===== src/rtl/walk_pkg.sv =====
package walk_pkg;

  typedef enum logic [1:0] {
    FLT_NONE = 2'd0,
    FLT_ADDR = 2'd1,
    FLT_PAGE = 2'd2,
    FLT_PROT = 2'd3
  } fault_e;

  typedef enum logic [1:0] {
    ACC_RD = 2'd0,
    ACC_WR = 2'd1,
    ACC_EX = 2'd2
  } acc_e;

  typedef enum logic [1:0] {
    W_IDLE,
    W_ISSUE,
    W_WAIT,
    W_DONE
  } wstate_e;

  // entry field positions
  localparam int PTE_V_BIT    = 0;
  localparam int PTE_KR_BIT   = 8;
  localparam int PTE_KW_BIT   = 9;
  localparam int PTE_UR_BIT   = 12;
  localparam int PTE_UW_BIT   = 13;
  localparam int PTE_PPN_LSB  = 32;
  localparam int PTE_SHIFT    = 3;   // log2 of entry size in bytes

  // positions inside the four-bit rights vector {uw, ur, kw, kr}
  localparam int RT_KR = 0;
  localparam int RT_KW = 1;
  localparam int RT_UR = 2;
  localparam int RT_UW = 3;

  // rights reported for the direct-physical segment: kernel read and write
  localparam logic [3:0] PHYS_RIGHTS = 4'b0011;

endpackage


===== src/rtl/walk_seg_check.sv =====
module walk_seg_check #(
  parameter int XLEN = 64,
  parameter int VA_W = 43
) (
  input  logic [XLEN-1:VA_W-2] va_hi,
  input  logic                 user,
  output logic                 addr_fault,
  output logic                 phys_seg
);
  localparam int EXT_W = XLEN - VA_W + 1;   // sign copies plus the top bit

  logic [EXT_W-1:0] ext_bits;
  logic             canon_ok;
  logic             top_bit;
  logic             next_bit;

  assign ext_bits = va_hi[XLEN-1:VA_W-1];
  assign top_bit  = va_hi[VA_W-1];
  assign next_bit = va_hi[VA_W-2];

  always_comb begin
    canon_ok   = (&ext_bits) | ~(|ext_bits);
    addr_fault = !canon_ok || (user && top_bit);
    phys_seg   = top_bit && !next_bit;
  end

endmodule


===== src/rtl/walk_rights.sv =====
module walk_rights
  import walk_pkg::*;
(
  input  logic [3:0] rights,
  input  logic [1:0] acc,
  input  logic       user,
  output logic       allow
);
  function automatic logic need_write(input logic [1:0] a);
    return a == ACC_WR;   // execute and reserved codes check as reads
  endfunction

  always_comb begin
    if (user)
      allow = need_write(acc) ? rights[RT_UW] : rights[RT_UR];
    else
      allow = need_write(acc) ? rights[RT_KW] : rights[RT_KR];
  end

endmodule


===== src/rtl/walk_engine.sv =====
module walk_engine
  import walk_pkg::*;
#(
  parameter int VA_W   = 43,
  parameter int OFF_W  = 13,
  parameter int IDX_W  = 10,
  parameter int LEVELS = 3,
  parameter int PPN_W  = 32,
  parameter int PA_W   = 34,
  parameter int DATA_W = 64
) (
  input  logic                   clk,
  input  logic                   rst_n,
  input  logic                   req_valid,
  output logic                   req_ready,
  input  logic [VA_W-1:0]        req_va,
  input  logic [1:0]             req_acc,
  input  logic                   req_user,
  input  logic [PPN_W-1:0]       ptbr_ppn,
  input  logic                   addr_fault,
  input  logic                   phys_seg,
  output logic [1:0]             held_acc,
  output logic                   held_user,
  input  logic                   leaf_allow,
  output logic                   mem_req_valid,
  input  logic                   mem_req_ready,
  output logic [PPN_W+OFF_W-1:0] mem_req_addr,
  input  logic                   mem_rsp_valid,
  input  logic [DATA_W-1:0]      mem_rsp_data,
  output logic                   done,
  output logic [PPN_W-1:0]       done_ppn,
  output logic [3:0]             done_perm,
  output logic [1:0]             done_fault,
  output logic [PA_W-1:0]        done_pa
);
  localparam int MA_W  = PPN_W + OFF_W;
  localparam int LVL_W = (LEVELS > 1) ? $clog2(LEVELS) : 1;
  localparam int SEGP_W = PA_W - OFF_W;

  function automatic logic [MA_W-1:0] entry_addr(input logic [PPN_W-1:0] base,
                                                 input logic [IDX_W-1:0] idx);
    return {base, {OFF_W{1'b0}}} + (MA_W'(idx) << PTE_SHIFT);
  endfunction

  function automatic logic [3:0] rights_of(input logic [DATA_W-1:0] pte);
    return {pte[PTE_UW_BIT], pte[PTE_UR_BIT], pte[PTE_KW_BIT], pte[PTE_KR_BIT]};
  endfunction

  wstate_e          state;
  logic [LVL_W-1:0] lvl;
  logic [PPN_W-1:0] base;
  logic [VA_W-1:0]  va_h;
  logic [PPN_W-1:0] res_ppn;
  logic [3:0]       res_perm;
  logic [1:0]       res_fault;

  // named internal events
  logic req_fire;
  logic read_fire;
  logic rsp_take;
  logic pte_invalid;
  logic level_last;
  logic leaf_hit;
  logic [PPN_W-1:0] pte_ppn;
  logic [IDX_W-1:0] cur_idx;
  logic unused_rsp;

  logic [IDX_W-1:0] lvl_idx [LEVELS];

  for (genvar g = 0; g < LEVELS; g++) begin : g_idx
    assign lvl_idx[g] = va_h[OFF_W + (LEVELS-1-g)*IDX_W +: IDX_W];
  end

  assign cur_idx     = lvl_idx[lvl];
  assign req_ready   = (state == W_IDLE);
  assign req_fire    = req_valid && req_ready;
  assign mem_req_valid = (state == W_ISSUE);
  assign mem_req_addr  = entry_addr(base, cur_idx);
  assign read_fire   = mem_req_valid && mem_req_ready;
  assign rsp_take    = (state == W_WAIT) && mem_rsp_valid;
  assign pte_invalid = !mem_rsp_data[PTE_V_BIT];
  assign level_last  = (lvl == LVL_W'(LEVELS-1));
  assign leaf_hit    = rsp_take && !pte_invalid && level_last;
  assign pte_ppn     = mem_rsp_data[PTE_PPN_LSB +: PPN_W];
  assign unused_rsp  = ^mem_rsp_data;

  always_ff @(posedge clk or negedge rst_n) begin
    if (!rst_n) begin
      state     <= W_IDLE;
      lvl       <= '0;
      base      <= '0;
      va_h      <= '0;
      held_acc  <= '0;
      held_user <= 1'b0;
      res_ppn   <= '0;
      res_perm  <= '0;
      res_fault <= FLT_NONE;
    end else begin
      case (state)
        W_IDLE: if (req_fire) begin
          va_h      <= req_va;
          held_acc  <= req_acc;
          held_user <= req_user;
          lvl       <= '0;
          base      <= ptbr_ppn;
          res_ppn   <= '0;
          res_perm  <= '0;
          res_fault <= FLT_NONE;
          if (addr_fault) begin
            res_fault <= FLT_ADDR;
            state     <= W_DONE;
          end else if (phys_seg) begin
            res_ppn   <= PPN_W'(req_va[PA_W-1:OFF_W]);
            res_perm  <= PHYS_RIGHTS;
            state     <= W_DONE;
          end else begin
            state     <= W_ISSUE;
          end
        end
        W_ISSUE: if (read_fire) state <= W_WAIT;
        W_WAIT: if (rsp_take) begin
          if (pte_invalid) begin
            res_fault <= FLT_PAGE;
            state     <= W_DONE;
          end else if (level_last) begin
            if (leaf_allow) begin
              res_ppn  <= pte_ppn;
              res_perm <= rights_of(mem_rsp_data);
            end else begin
              res_fault <= FLT_PROT;
            end
            state <= W_DONE;
          end else begin
            base  <= pte_ppn;
            lvl   <= lvl + 1'b1;
            state <= W_ISSUE;
          end
        end
        W_DONE: state <= W_IDLE;
        default: state <= W_IDLE;
      endcase
    end
  end

  assign done       = (state == W_DONE);
  assign done_ppn   = res_ppn;
  assign done_perm  = res_perm;
  assign done_fault = res_fault;
  assign done_pa    = {res_ppn[SEGP_W-1:0], va_h[OFF_W-1:0]};

  // completion is a single-cycle pulse
  p_done_pulse_r9: assert property (@(posedge clk) disable iff (!rst_n)
    done |=> !done);

  // no second request is accepted while a walk runs
  p_busy_no_accept_r9: assert property (@(posedge clk) disable iff (!rst_n)
    req_fire |=> !req_ready);

  // read data only arrives while one read is outstanding
  p_rsp_when_waiting_r9: assert property (@(posedge clk) disable iff (!rst_n)
    mem_rsp_valid |-> state == W_WAIT);

  // a pending read holds its address under backpressure
  p_req_hold_r2: assert property (@(posedge clk) disable iff (!rst_n)
    mem_req_valid && !mem_req_ready |=> mem_req_valid && $stable(mem_req_addr));

  // every fault reports a zero page number and zero rights
  p_fault_zero_r4: assert property (@(posedge clk) disable iff (!rst_n)
    done && done_fault != FLT_NONE |-> done_ppn == '0 && done_perm == '0);

  // user request into the upper half ends next cycle with an address fault
  p_user_seg_r7: assert property (@(posedge clk) disable iff (!rst_n)
    req_fire && req_user && req_va[VA_W-1] |=> done && done_fault == FLT_ADDR);

  // a rejected address never produces a memory read
  p_addr_fault_nomem_r6: assert property (@(posedge clk) disable iff (!rst_n)
    req_fire && addr_fault |=> !mem_req_valid);

endmodule


===== src/rtl/va_walker.sv =====
module va_walker
  import walk_pkg::*;
#(
  parameter int XLEN   = 64,
  parameter int VA_W   = 43,
  parameter int OFF_W  = 13,
  parameter int IDX_W  = 10,
  parameter int LEVELS = 3,
  parameter int PPN_W  = 32,
  parameter int PA_W   = 34
) (
  input  logic                   clk,
  input  logic                   rst_n,
  input  logic                   req_valid,
  output logic                   req_ready,
  input  logic [XLEN-1:0]        req_va,
  input  logic [1:0]             req_acc,
  input  logic                   req_user,
  input  logic [PPN_W-1:0]       ptbr_ppn,
  output logic                   mem_req_valid,
  input  logic                   mem_req_ready,
  output logic [PPN_W+OFF_W-1:0] mem_req_addr,
  input  logic                   mem_rsp_valid,
  input  logic [XLEN-1:0]        mem_rsp_data,
  output logic                   done,
  output logic [PPN_W-1:0]       done_ppn,
  output logic [3:0]             done_perm,
  output logic [1:0]             done_fault,
  output logic [PA_W-1:0]        done_pa
);
  logic       addr_fault;
  logic       phys_seg;
  logic [1:0] held_acc;
  logic       held_user;
  logic       leaf_allow;
  logic [3:0] leaf_rights;

  assign leaf_rights = {mem_rsp_data[PTE_UW_BIT], mem_rsp_data[PTE_UR_BIT],
                        mem_rsp_data[PTE_KW_BIT], mem_rsp_data[PTE_KR_BIT]};

  walk_seg_check #(.XLEN(XLEN), .VA_W(VA_W)) i_seg (
    .va_hi      (req_va[XLEN-1:VA_W-2]),
    .user       (req_user),
    .addr_fault (addr_fault),
    .phys_seg   (phys_seg)
  );

  walk_rights i_rights (
    .rights (leaf_rights),
    .acc    (held_acc),
    .user   (held_user),
    .allow  (leaf_allow)
  );

  walk_engine #(
    .VA_W(VA_W), .OFF_W(OFF_W), .IDX_W(IDX_W), .LEVELS(LEVELS),
    .PPN_W(PPN_W), .PA_W(PA_W), .DATA_W(XLEN)
  ) i_engine (
    .clk           (clk),
    .rst_n         (rst_n),
    .req_valid     (req_valid),
    .req_ready     (req_ready),
    .req_va        (req_va[VA_W-1:0]),
    .req_acc       (req_acc),
    .req_user      (req_user),
    .ptbr_ppn      (ptbr_ppn),
    .addr_fault    (addr_fault),
    .phys_seg      (phys_seg),
    .held_acc      (held_acc),
    .held_user     (held_user),
    .leaf_allow    (leaf_allow),
    .mem_req_valid (mem_req_valid),
    .mem_req_ready (mem_req_ready),
    .mem_req_addr  (mem_req_addr),
    .mem_rsp_valid (mem_rsp_valid),
    .mem_rsp_data  (mem_rsp_data),
    .done          (done),
    .done_ppn      (done_ppn),
    .done_perm     (done_perm),
    .done_fault    (done_fault),
    .done_pa       (done_pa)
  );

endmodule


===== config.mk =====
export PLATFORM = sky130hd
export DESIGN_NAME = va_walker
export DESIGN_NICKNAME = d
export VERILOG_FILES = /design/src/rtl/walk_pkg.sv /design/src/rtl/walk_seg_check.sv /design/src/rtl/walk_rights.sv /design/src/rtl/walk_engine.sv /design/src/rtl/va_walker.sv
export SDC_FILE = /design/constraint.sdc
export NUM_CORES = 1
export LEC_CHECK = 0
export CAP_MARGIN = 40
export CORE_MARGIN = 3
export CORE_UTILIZATION = 41
export CTS_CLUSTER_DIAMETER = 100
export DETAILED_ROUTE_END_ITERATION = 10
export GPL_TIMING_DRIVEN = 1
export PLACE_DENSITY = 0.81
export SKIP_CTS_REPAIR_TIMING = 1
export SYNTH_ARGS = -nofsm -noshare
export SYNTH_HDL_FRONTEND = slang
export SYNTH_SLANG_ARGS = --single-unit

===== constraint.sdc =====
create_clock -name clk -period 2.9 [get_ports clk]
set_input_delay 0.87 -clock clk [delete_from_list [all_inputs] [get_ports clk]]
set_output_delay 0.87 -clock clk [all_outputs]
set_load 0.05 [all_outputs]

==> flow_metrics.env <==
export IMPL_drtIter0Drc=447
export IMPL_cts_buffers=17
export IMPL_finalCriticalPeriod_ns=2.78
export IMPL_gp_congestion=0.827
export IMPL_yosysTopAreaCellShare_pct=50.9
export IMPL_worstSetupStartpointType="register"
export IMPL_synthArstFlopShare_pct=100
export IMPL_vias=5571
export IMPL_netlist_area_sq_mm=0.00590
export IMPL_path_max_fanout=9
export IMPL_r2r_worst_path_cells=6
export IMPL_finalSetupTns_ns=0
export IMPL_worst_path_max_delay_cell="clkdlybuf4s50_1"
export IMPL_whs_ns=0.414
export IMPL_first_pass_iters=9
export IMPL_hold_class="primary input to asynchronous set/reset pin"
export IMPL_clk_latency_ns=0.41
export IMPL_drive_gt1_share_pct=9.18
export IMPL_yosys_area_share_simple_pct=21.4
export IMPL_period_share_pct=95.8
export IMPL_internal_power_mw=6.73
export IMPL_maxCapViolCount=0
export IMPL_drc=0
export IMPL_yosys_top_cells_count="nand2_1, dfrtp_1, clkbuf_1, buf_4, nor2_1"
export IMPL_grt_antenna_before_repair=0
export IMPL_wirelength_um=19400
export IMPL_fin_cells=1062
export IMPL_antenna_cells=0
export IMPL_synth_compound_area_share_pct=13.6
export IMPL_grt_pass1_wl_um=30600
export IMPL_path_cells="and2_1, clkdlybuf4s50_1"
export IMPL_rsz0062_at_grt="no"
export IMPL_p_switching_mw=6.17
export IMPL_seq_power_share_pct=23.6
export IMPL_yosys_top_cells_area="dfrtp_1, nand2_1, buf_4"
export IMPL_grt_ovfl_total=0
export IMPL_viasPerCell=5.25
export IMPL_area_delta_synth_final_pct=57.2
export IMPL_dp_hpwl_um=14400
export IMPL_power_density_mw_per_mm2=1390
export IMPL_relSlewSlack_pct=55.7
export IMPL_fin_area_sq_mm=0.00927
export IMPL_rows=43
export IMPL_ant_nets=0
export IMPL_switching_share_pct=47.8
export IMPL_synth_xor_area_share_pct=0
export IMPL_wl_per_cell_um=18.3
export IMPL_cts_sinks=120
export IMPL_synth_flop_cell="dfrtp_1"
export IMPL_pwr_share_comb_pct=58.5
export IMPL_r2r_end="i_engine.done_ppn[2]"
export IMPL_cts_tree="built"
export IMPL_synth_seq_cells=120
export IMPL_p_leak_nw=3.98
export IMPL_avgSynthCellArea_sq_um=9.05
export IMPL_finClkSkew_ns=0.00643
export IMPL_port_buffers=257
export IMPL_placed_area_sq_mm=0.00862
export IMPL_startpoint="i_engine.state[1]"
export IMPL_required_ns=2.03
export IMPL_clock_path_buffers=2
export IMPL_io_pins=288
export IMPL_clockRootBuffer="clkbuf_16"
export IMPL_slew_violations=0
export IMPL_start_util_pct=42.2
export IMPL_status="finished clean"
export IMPL_coreArea_sq_mm=0.0140
export IMPL_critPathKind="register to output port"
export IMPL_fmax_ghz=0.360
export IMPL_placed_cells=1030
export IMPL_track_usage_pct=24.4
export IMPL_critPathMaxStageDelay_ns=0.82
export IMPL_critPathArrivalTime_ns=1.91
export IMPL_setup_viol=0
export IMPL_ff2ff_setup_slack_ns=0.60
export IMPL_die_x_um=126
export IMPL_die_h_um=126
export IMPL_synth_cells=652
export IMPL_die_area_sq_mm=0.0159
export IMPL_grt_max_degree=65
export IMPL_synthMuxAreaShare_pct=5.37
export IMPL_synthAdderAreaFrac_pct=0.212
export IMPL_yosysUniqueCellTypes=35
export IMPL_worst_pin_slew_ns=0.665
export IMPL_synth_top_family_by_area="simple AND/OR/NAND/NOR gates"
export IMPL_final_nets=1038
export IMPL_synth_edff_count=0
export IMPL_hold_viol_final=0
export IMPL_ys_seq_area_share_pct=50.9
export IMPL_synth_most_common_cell="nand2_1"
export IMPL_pwr_share_clk_pct=17.9
export IMPL_rr_startpoint="i_engine.lvl[1]"
export IMPL_path_clk_slew_ns=0.06
export IMPL_htree_levels=4
export IMPL_grt_pass1_vias=5573
export IMPL_ir_drop_mv=0.892
export IMPL_ys_warn_count=0
export IMPL_yosysTopAreaCell="dfrtp_1"
export IMPL_cp_end_kind="output port"
==> power by group through the flow <==
stage / Sequential (mW) / Clock, mW / Combinational, mW
6_report: 3.04 / 2.32 / 7.55
3_3_place_gp: 3.02 / 0 / 7.46
2_1_floorplan: 4.47 / 0 / 3.53
4_1_cts: 3.04 / 2.35 / 7.60
3_5_place_dp: 3.05 / 0 / 7.57
5_1_grt: 3.15 / 2.44 / 7.94
==> how the worst max path moves through the flow <==
stage / end / slack [ns] / cells past startpoint
after CTS: mem_req_valid / 0.07 / 2
after detailed placement: i_engine.done_ppn[2] / 0.01 / 7
after floorplan: mem_req_addr[11] / 0.35 / 3
final: done / 0.12 / 2
after global placement: i_engine.done_ppn[28] / 0.08 / 6
after global routing: done / 0.03 / 2
==> routing by layer <==
layer  track usage [%]  vias to the layer above  wire [um]
li1                  -                     2652          -
met5                 0                        -          0
met1              33.0                     2657       8330
met2              38.5                      226       9450
met4              8.01                        0        440
met3              6.32                       36       1220
==> final cells by class <==
cell class,instances,area (sq um)
clock inverters,14,223
flip-flops and latches,120,3000
clock buffers,18,429
multi-input cells,442,2440
repair buffers,281,2930
well taps,180,225
fillers,1143,4720
inverters,7,26.3
==> kinds of logic after synthesis <==
| logic type | count (synthesis) |
|---|---|
| other cells | 1 |
| mux | 30 |
| simple gates | 294 |
| buf+inv | 92 |
| fa+ha+maj | 1 |
| compound gates | 114 |
| flops | 120 |
==> per-stage QoR <==
stage / total power, mW / setup WS, ns / utilization [%]
2_1_floorplan: 8.00 / 0.352 / -
3_3_place_gp: 10.5 / 0.0791 / 61.6
3_5_place_dp: 10.6 / 0.0101 / 61.6
4_1_cts: 13.0 / 0.0652 / 66.3
5_1_grt: 13.5 / 0.0321 / 66.3
6_report: 12.9 / 0.122 / 66.3
==> flip-flops by register name, summed over array words and instances, names as in the netlist <==
| register | count |
|---|---|
| i_engine.va_h | 43 |
| i_engine.base | 32 |
| i_engine.done_ppn | 32 |
| i_engine.done_perm | 4 |
| i_engine.done_fault | 2 |
| i_engine.held_acc | 2 |
| i_engine.lvl | 2 |
| i_engine.state | 2 |
| i_engine.held_user | 1 |
==> worst max-delay path, delay by kind of cell, from the launching register on <==
kind	cells	cell delay [ns]
and+or+nand+nor	1	0.18
DFF	1	0.50
buffers and inverters	1	0.82
==> cells in the final DEF (no fill, tap or decap), types with 14 or more instances in the layout <==
cell,Yosys,routed
a21oi_1,25,24
clkdlybuf4s50_1,0,245
nand2_1,194,194
nand4_1,26,26
and2_1,14,14
a221oi_1,21,21
mux2i_1,17,17
buf_4,39,19
dfrtp_1,120,119
a2bb2oi_1,21,21
a31oi_1,23,23
buf_12,0,16
clkbuf_16,0,17
nor2_1,39,38
Note: power is estimated with default switching activity, not from simulation.
